--- config.mk ---
export PLATFORM = sky130hd
export DESIGN_NAME = i2c_lowclk_monitor
export DESIGN_NICKNAME = d
export VERILOG_FILES = /design/src/rtl/lcm_pkg.sv /design/src/rtl/lcm_low_timer.sv /design/src/rtl/lcm_irq_status.sv /design/src/rtl/i2c_lowclk_monitor.sv
export SDC_FILE = /design/constraint.sdc
export NUM_CORES = 1
export LEC_CHECK = 0
export BUFFER_PORTS_ARGS = -buffer_cell sky130_fd_sc_hd__buf_4
export CAP_MARGIN = 0
export CORE_MARGIN = 10
export CORE_UTILIZATION = 30
export CTS_CLUSTER_DIAMETER = 30
export DETAILED_ROUTE_END_ITERATION = 8
export GPL_ROUTABILITY_DRIVEN = 1
export HOLD_SLACK_MARGIN = 0.12
export RECOVER_POWER = 50
export SETUP_SLACK_MARGIN = 0.2
export SKIP_CTS_REPAIR_TIMING = 1
export SLEW_MARGIN = 20
export SYNTH_ARGS = -nofsm -noshare
export SYNTH_HDL_FRONTEND = slang
export SYNTH_SLANG_ARGS = --single-unit
--- constraint.sdc ---
create_clock -name clk -period 5.31 [get_ports clk]
set_input_delay 1.062 -clock clk [delete_from_list [all_inputs] [get_ports clk]]
set_output_delay 1.062 -clock clk [all_outputs]
set_load 0.03 [all_outputs]
--- src/rtl/lcm_pkg.sv ---
package lcm_pkg;
    // Number of interrupt sources and their bit positions in the status words
    localparam int NSRC     = 2;
    localparam int SRC_DONE = 0;
    localparam int SRC_TMO  = 1;
    // Timeout counter geometry
    localparam int CNT_W = 12;
    localparam int LIM_W = 8;
endpackage

--- src/rtl/lcm_low_timer.sv ---
// Clock-low window counter.
// Loads {limit, zeros} while SCL is high and counts SCL ticks down while SCL
// is low. It emits a one-cycle expiry pulse when the count passes 1 -> 0 and
// then stays at 0 until SCL is high again, so each low phase expires at most once.
// Assumes scl_in is already synchronised and tick is a one-cycle pulse.
module lcm_low_timer #(
    parameter int CNT_W = 12,
    parameter int LIM_W = 8
) (
    input  logic             clk,
    input  logic             rst_n,
    input  logic             scl_in,
    input  logic             tick,
    input  logic [LIM_W-1:0] limit,
    output logic             expire
);
    localparam int FRAC_W = CNT_W - LIM_W;

    logic [CNT_W-1:0] cnt;
    logic [CNT_W-1:0] load_val;

    // Window value: programmable upper bits, fixed-zero lower bits
    assign load_val = {limit, {FRAC_W{1'b0}}};

    // Expiry: the last tick of the window arrives while SCL is low
    assign expire = !scl_in && tick && (cnt == CNT_W'(1));

    // Reload while SCL is high, count down on ticks while SCL is low
    always_ff @(posedge clk) begin
        if (!rst_n) begin
            cnt <= '0;
        end else if (scl_in) begin
            cnt <= load_val;
        end else if (tick && (cnt != '0)) begin
            cnt <= cnt - CNT_W'(1);
        end
    end


    expire_once_chk: assert property (@(posedge clk) disable iff (!rst_n)
        expire |=> !expire);


    count_hold_chk: assert property (@(posedge clk) disable iff (!rst_n)
        (!scl_in && !tick) |=> $stable(cnt));
endmodule

--- src/rtl/lcm_irq_status.sv ---
// Raw interrupt status with write-one-to-clear.
// One sticky bit per source; a set in the same cycle as a clear wins.
// Assumes events are single-cycle pulses in the clk domain.
module lcm_irq_status #(
    parameter int N = 2
) (
    input  logic         clk,
    input  logic         rst_n,
    input  logic [N-1:0] evt,
    input  logic         clr_we,
    input  logic [N-1:0] clr_bits,
    output logic [N-1:0] raw
);
    for (genvar i = 0; i < N; i++) begin : g_src
        // Sticky flag for source i: event sets, strobed one clears
        always_ff @(posedge clk) begin
            if (!rst_n) begin
                raw[i] <= 1'b0;
            end else if (evt[i]) begin
                raw[i] <= 1'b1;
            end else if (clr_we && clr_bits[i]) begin
                raw[i] <= 1'b0;
            end
        end


        set_wins_chk: assert property (@(posedge clk) disable iff (!rst_n)
            evt[i] |=> raw[i]);


        clear_takes_chk: assert property (@(posedge clk) disable iff (!rst_n)
            (clr_we && clr_bits[i] && !evt[i]) |=> !raw[i]);


        hold_chk: assert property (@(posedge clk) disable iff (!rst_n)
            (!evt[i] && !(clr_we && clr_bits[i])) |=> $stable(raw[i]));
    end
endmodule

--- src/rtl/i2c_lowclk_monitor.sv ---
// Top: SCL low-time watchdog plus interrupt status unit.
// Combines the window timer with the status register. The live line word, the
// masked word and the irq line are combinational on the registered status.
// Assumes all inputs are synchronous to clk.
module i2c_lowclk_monitor
    import lcm_pkg::*;
(
    input  logic             clk,
    input  logic             rst_n,
    input  logic             scl_in,
    input  logic             sda_in,
    input  logic             scl_tick,
    input  logic             done_evt,
    input  logic [LIM_W-1:0] tmo_limit,
    input  logic [NSRC-1:0]  irq_mask,
    input  logic             clr_we,
    input  logic [NSRC-1:0]  clr_bits,
    output logic [1:0]       line_state,
    output logic [NSRC-1:0]  raw_stat,
    output logic [NSRC-1:0]  masked_stat,
    output logic             irq
);
    logic            tmo_pulse;
    logic [NSRC-1:0] events;

    lcm_low_timer #(.CNT_W(CNT_W), .LIM_W(LIM_W)) u_timer (
        .clk    (clk),
        .rst_n  (rst_n),
        .scl_in (scl_in),
        .tick   (scl_tick),
        .limit  (tmo_limit),
        .expire (tmo_pulse)
    );

    // Event vector in status bit order
    always_comb begin
        events           = '0;
        events[SRC_DONE] = done_evt;
        events[SRC_TMO]  = tmo_pulse;
    end

    lcm_irq_status #(.N(NSRC)) u_stat (
        .clk      (clk),
        .rst_n    (rst_n),
        .evt      (events),
        .clr_we   (clr_we),
        .clr_bits (clr_bits),
        .raw      (raw_stat)
    );

    // Live bus levels: SDA high bit, SCL low bit
    assign line_state  = {sda_in, scl_in};
    // Masked view and interrupt line
    assign masked_stat = raw_stat & irq_mask;
    assign irq         = |masked_stat;


    quiet_irq_chk: assert property (@(posedge clk) disable iff (!rst_n)
        !irq |-> (masked_stat == '0));


    mask_gate_chk: assert property (@(posedge clk) disable iff (!rst_n)
        (masked_stat & ~irq_mask) == '0);


    no_limit_chk: assert property (@(posedge clk) disable iff (!rst_n)
        (tmo_limit == '0 && $stable(tmo_limit)) |-> !tmo_pulse);
endmodule

=== After elaboration in Yosys (flattened, before gate mapping) ===
Cells that the tools add are included.

* Add/sub/neg operators: 1
* Equal/unequal tests: 1
* Multiplexer cells: 6
* Bitwise logic cells: 2
* Reduce and logical (&&, ||, !) cells: 12

{| class="wikitable"
|+ Operator list
! cell !! count
|-
| $mux 12 || 2
|-
| $eq 12x1->1 const B || 1
|-
| $reduce_bool 12->1 || 1
|-
| $sub 12x1->12 const B || 1
|-
| $reduce_bool 2->1 || 3
|-
| $logic_and 1x1->1 || 5
|-
| $mux 1 || 4
|-
| $reduce_or 2->1 || 2
|-
| $and 2x2->2 || 1
|-
| $logic_not 1->1 || 1
|-
| $not 1->1 || 1
|}

* Register bits: 14
* Input bits: 19
* Output and inout bits: 7
* Logic and storage cells: 26

=== Longest topological paths before layout ===
* Depth in word-level cells: 4
* Depth in mapped cells: 7
* Mapped depth without buffers: 6

=== By module ===
A second synthesis with hierarchy kept.

* Cell total of the unflattened synthesis: 100
* Area total of the unflattened synthesis: 815.8 um^2

{| class="wikitable"
|+ By module, submodules not included
! module !! times used !! cells each !! area an instance (um^2) !! seq. area each (um^2)
|-
| lcm_low_timer || 1 || 87 || 708.2 || 240.2
|-
| lcm_irq_status || 1 || 8 || 70.1 || 40.0
|-
| i2c_lowclk_monitor || 1 || 5 || 37.5 || 0.0
|}

=== Worst setup path before layout ===
OpenSTA, ideal clock, no wires.

* Kind: in2out
* Start point: input irq_mask[0]
* End point: output irq
* Arrival: 1.725 ns
* Required time: 4.248 ns
* Slack: 2.523 ns
* Stages: 2
* Buffers on the path: 0
* Path through: and2_1 -> or2_2

* Longest elaborated chain between the ends: 2

{| class="wikitable"
|+ RTL lines
! item !! RTL line !! RTL
|-
| start, declared || i2c_lowclk_monitor.sv:15 || <nowiki>input logic [NSRC-1:0] irq_mask,</nowiki>
|-
| $and 2x2->2 || i2c_lowclk_monitor.sv:54 || <nowiki>assign masked_stat = raw_stat & irq_mask;</nowiki>
|-
| $reduce_or 2->1 || i2c_lowclk_monitor.sv:55 || <nowiki>assign irq = |masked_stat;</nowiki>
|-
| end, declared || i2c_lowclk_monitor.sv:21 || <nowiki>output logic irq</nowiki>
|}

No other way between the ends.

=== Worst setup path in the final report ===
Ends and elaborated chain as after synthesis.

==> impl_results.md <==
- Clock network fraction of design power: 30.3%
- Remaining DRCs: 0
- Commonest non-fill, non-tap cell in the layout: buf_4
- Area grow syn2layout: 23.8%
- Max clock buf depth: 2
- Hold depth: 2
- Critical Path Fanout Max: 2
- Sw Pwr: around 0.077 mW
- Reg2reg path depth: 6
- Grt total ovfl: 0
- RSZ-0062 raised after global routing: no
- Final wirelength: slightly above 2000 microns
- HP Start: u_timer.cnt[8]
- Worst skew pair latency: 0.28 ns
- Flop pwr share: 46.9%
- Main combinational cell family by area after synthesis: simple AND/OR/NAND/NOR gates
- Finished Core Util: about 40%
- Synthesis-stage register bit count: 14
- Kind of cell adding the most delay to the critical path: simple AND/OR/NAND/NOR gates
- Slew Viols, Final: 0
- Status: complete, no violations
- All-Layer GR Usage: roughly 8%
- Largest net degree at the start of global routing: 18
- Core area: between 0.002 and 0.003 sq mm
- Sw Share: between 20 and 30%
- Clock sink count: 14
- Yosys Warn Count: 0
- Worst Path Buf+Inv: 2
- Chip width: 72.0 microns
- Clk_skew: about 0.0015 ns
- Die ar.: between 0.005 and 0.006 sq mm
- CP max stage cell: or2_2
- Final Cycle Share: between 50% and 60%
- Port bufs: 23
- Hold Path End: u_timer.cnt[8]
- Via count of the routed design: between 700 and 800
- Final ANT Viol Nets: 0
- Adder-Cell Fraction of Synth Area: roughly 4.6%
- Post-Synth Simple-Gate Area: 27.5%
- Register area share after synthesis: between 30% and 40%
- IO Pins: 26
- TritonCTS clock tree: done
- Max-Cap Viols: 0
- Synth unique cells: 36
- Pwr Density: roughly 260 mW/mm^2
- Starting DRC count in detailed routing: 22
- Clock buffer count from CTS: 3
- Commonest non-fill, non-tap cells in the layout: buf_4 (19), dfxtp_1 (14), o21ai_0 (11)
- Multi-input logic area: just under 500 sq um
- Post-Syn Area: ~800 sq um
- Min-Delay Path Class: reg2reg
- Data arrival, critical path: between 1.5 and 2 ns
- Antenna cells: 0
- Int Power: 0.183 mW
- Layout cells sized above 1: around 28%
- Vert. Die Dim: 72.0 microns
- Vias per inst: around 5.3
- Crit Path Class: in2out
- Post-Syn Nets: about 120
- CP endpoint kind: output port
- Actual slew at the worst max-slew pin: ~0.91 ns
- Synth Area in Compound Gates: approximately a quarter
- Synthesized area per cell: 8.63 sq um
- CTS Root Cell: clkbuf_4
- Worst-path clk slew: 0.09 ns
- R2R Path Start: u_timer.cnt[0]
- First-pass GRT wire length: 3490 microns
- Overall power: between 0.2 and 0.3 mW
- Layout Nets: roughly 140
- Reg area: 280 sq um
- DR WL/cell: between 10 and 15 microns
- Crit path launch type: primary input
- Fmax: around 0.35 GHz
- Xor/xnor share of the synthesized area: about 2.2%
- Hold Violations, Final: 0
- 1st-pass router iterations: 4
- Initial antenna violation count: 0
- Starting Density: about 32%
- Row Count: 18
- # setup viols final: 0
- Required time of the critical path: around 4.3 ns
- Delay of the slowest cell on the worst path: around 0.29 ns
- Mux share of post-synthesis cell area: 0%
- Min Tclk post-route: 2.84 ns
- Max transition margin: 38.7%
- Placed Instances: roughly 140
- Post-DP HPWL: roughly 1600 microns
- Reg2reg end: u_timer.cnt[7]
- GPL Wtd Cong: roughly 0.72
- R2R Setup Slk: between 2 and 3 ns
- Crit path cell chain: buf_4 -> and2_1 -> or2_2 -> buf_4
- Worst VDD drop: ~0.00014 V
- Filler Cells Inserted: approximately 280
- CP most frequent cell: buf_4
- Combinational share of power: between 20% and 30%
- Gate Count Post-Synth: 94
- Leakage: around 0.39 nW
- Post-Route Setup TNS: 0 ns
- Fin cells: around 150
- Vias in the first global route: 790
- H-tree levels: 1
## layout make-up
class / instances / area share, %
Multi-Input combinational cell: 71 / 47.9
Inverter: 3 / 1.12
Clock buffer: 4 / 3.62
Tap cell: 30 / 3.74
Sequential cell: 14 / 27.9
Timing Repair Buffer: 23 / 15.7
## worst max-delay path by stage
stage	start	to	slack (ns)	depth (start not counted)
2_1_floorplan	irq_mask[0]	irq	2.52	2
3_3_place_gp	irq_mask[0]	irq	2.48	4
3_5_place_dp	irq_mask[0]	irq	2.46	4
4_1_cts	irq_mask[0]	irq	2.46	4
5_1_grt	irq_mask[0]	irq	2.45	4
6_report	irq_mask[0]	irq	2.47	4
## cells in the mapped netlist, drive strengths merged
cell | n | area [sq um]
a211oi | 1 | 7.51
a21bo | 1 | 10.0
a21oi | 4 | 20.0
a311oi | 1 | 8.76
a31oi | 5 | 31.3
a32oi | 1 | 8.76
and2 | 2 | 12.5
buf | 3 | 20.0
clkbuf | 3 | 11.3
dfxtp | 14 | 280
ha | 3 | 37.5
inv | 3 | 11.3
nand2 | 5 | 18.8
nand3b | 2 | 15.0
nand4 | 1 | 6.26
nor2 | 6 | 22.5
nor2b | 2 | 12.5
nor3 | 1 | 5.00
nor3b | 1 | 7.51
nor4b | 3 | 26.3
o211a | 1 | 10.0
o211ai | 1 | 7.51
o21ai | 11 | 55.1
o311ai | 1 | 16.3
o31ai | 3 | 22.5
o41a | 1 | 12.5
or2 | 3 | 18.8
or3 | 2 | 15.0
or4 | 4 | 32.5
or4b | 3 | 30.0
xnor2 | 1 | 8.76
xor2 | 1 | 8.76
## layer usage
metal  vias up  share of wire, %  global-route usage (%)
li1        398                 -                       -
met1       349                48                    9.45
met2        24                43                    12.5
met3         2               7.3                    3.13
met4         0              0.93                    1.94
met5         -                 0                       0
## worst min-delay path, cell delays in order (launching register included)
cell,delay (ns)
dfxtp_1,0.33
o21ai_0,0.07
a31oi_1,0.08
## cells by family (layout without fill, tap and decap cells)
kind of cell | after synthesis | in the layout
simple gates | 35 | 35
compound gates | 31 | 31
flops | 14 | 14
buf+inv | 9 | 30
fa+ha+maj | 3 | 3
xor+xnor | 2 | 2
## power groups by stage
| stage | Clock (mW) | Combinational (mW) | Sequential [mW] |
|---|---|---|---|
| 6_report | 0.0786 | 0.0592 | 0.122 |
| 5_1_grt | 0.0853 | 0.0676 | 0.123 |
| 4_1_cts | 0.0802 | 0.0626 | 0.122 |
| 3_5_place_dp | 0 | 0.0622 | 0.124 |
| 3_3_place_gp | 0 | 0.0610 | 0.124 |
| 2_1_floorplan | 0 | 0.0443 | 0.123 |
## sequential cells by signal, indices dropped and copies added (netlist names)
register,cells
u_timer.cnt,12
u_stat.raw,2
## through the flow
stage / worst slack, ns / cell area (sq um) / hold WS (ns)
after floorplan: 2.52 / 811 / 0.469
after global placement: 2.48 / 990 / 0.491
after detailed placement: 2.46 / 990 / 0.494
after CTS: 2.46 / 1030 / 0.510
after global routing: 2.45 / 1000 / 0.545
final: 2.47 / 1000 / 0.511
No activity file was read; power rests on OpenSTA's default activity.
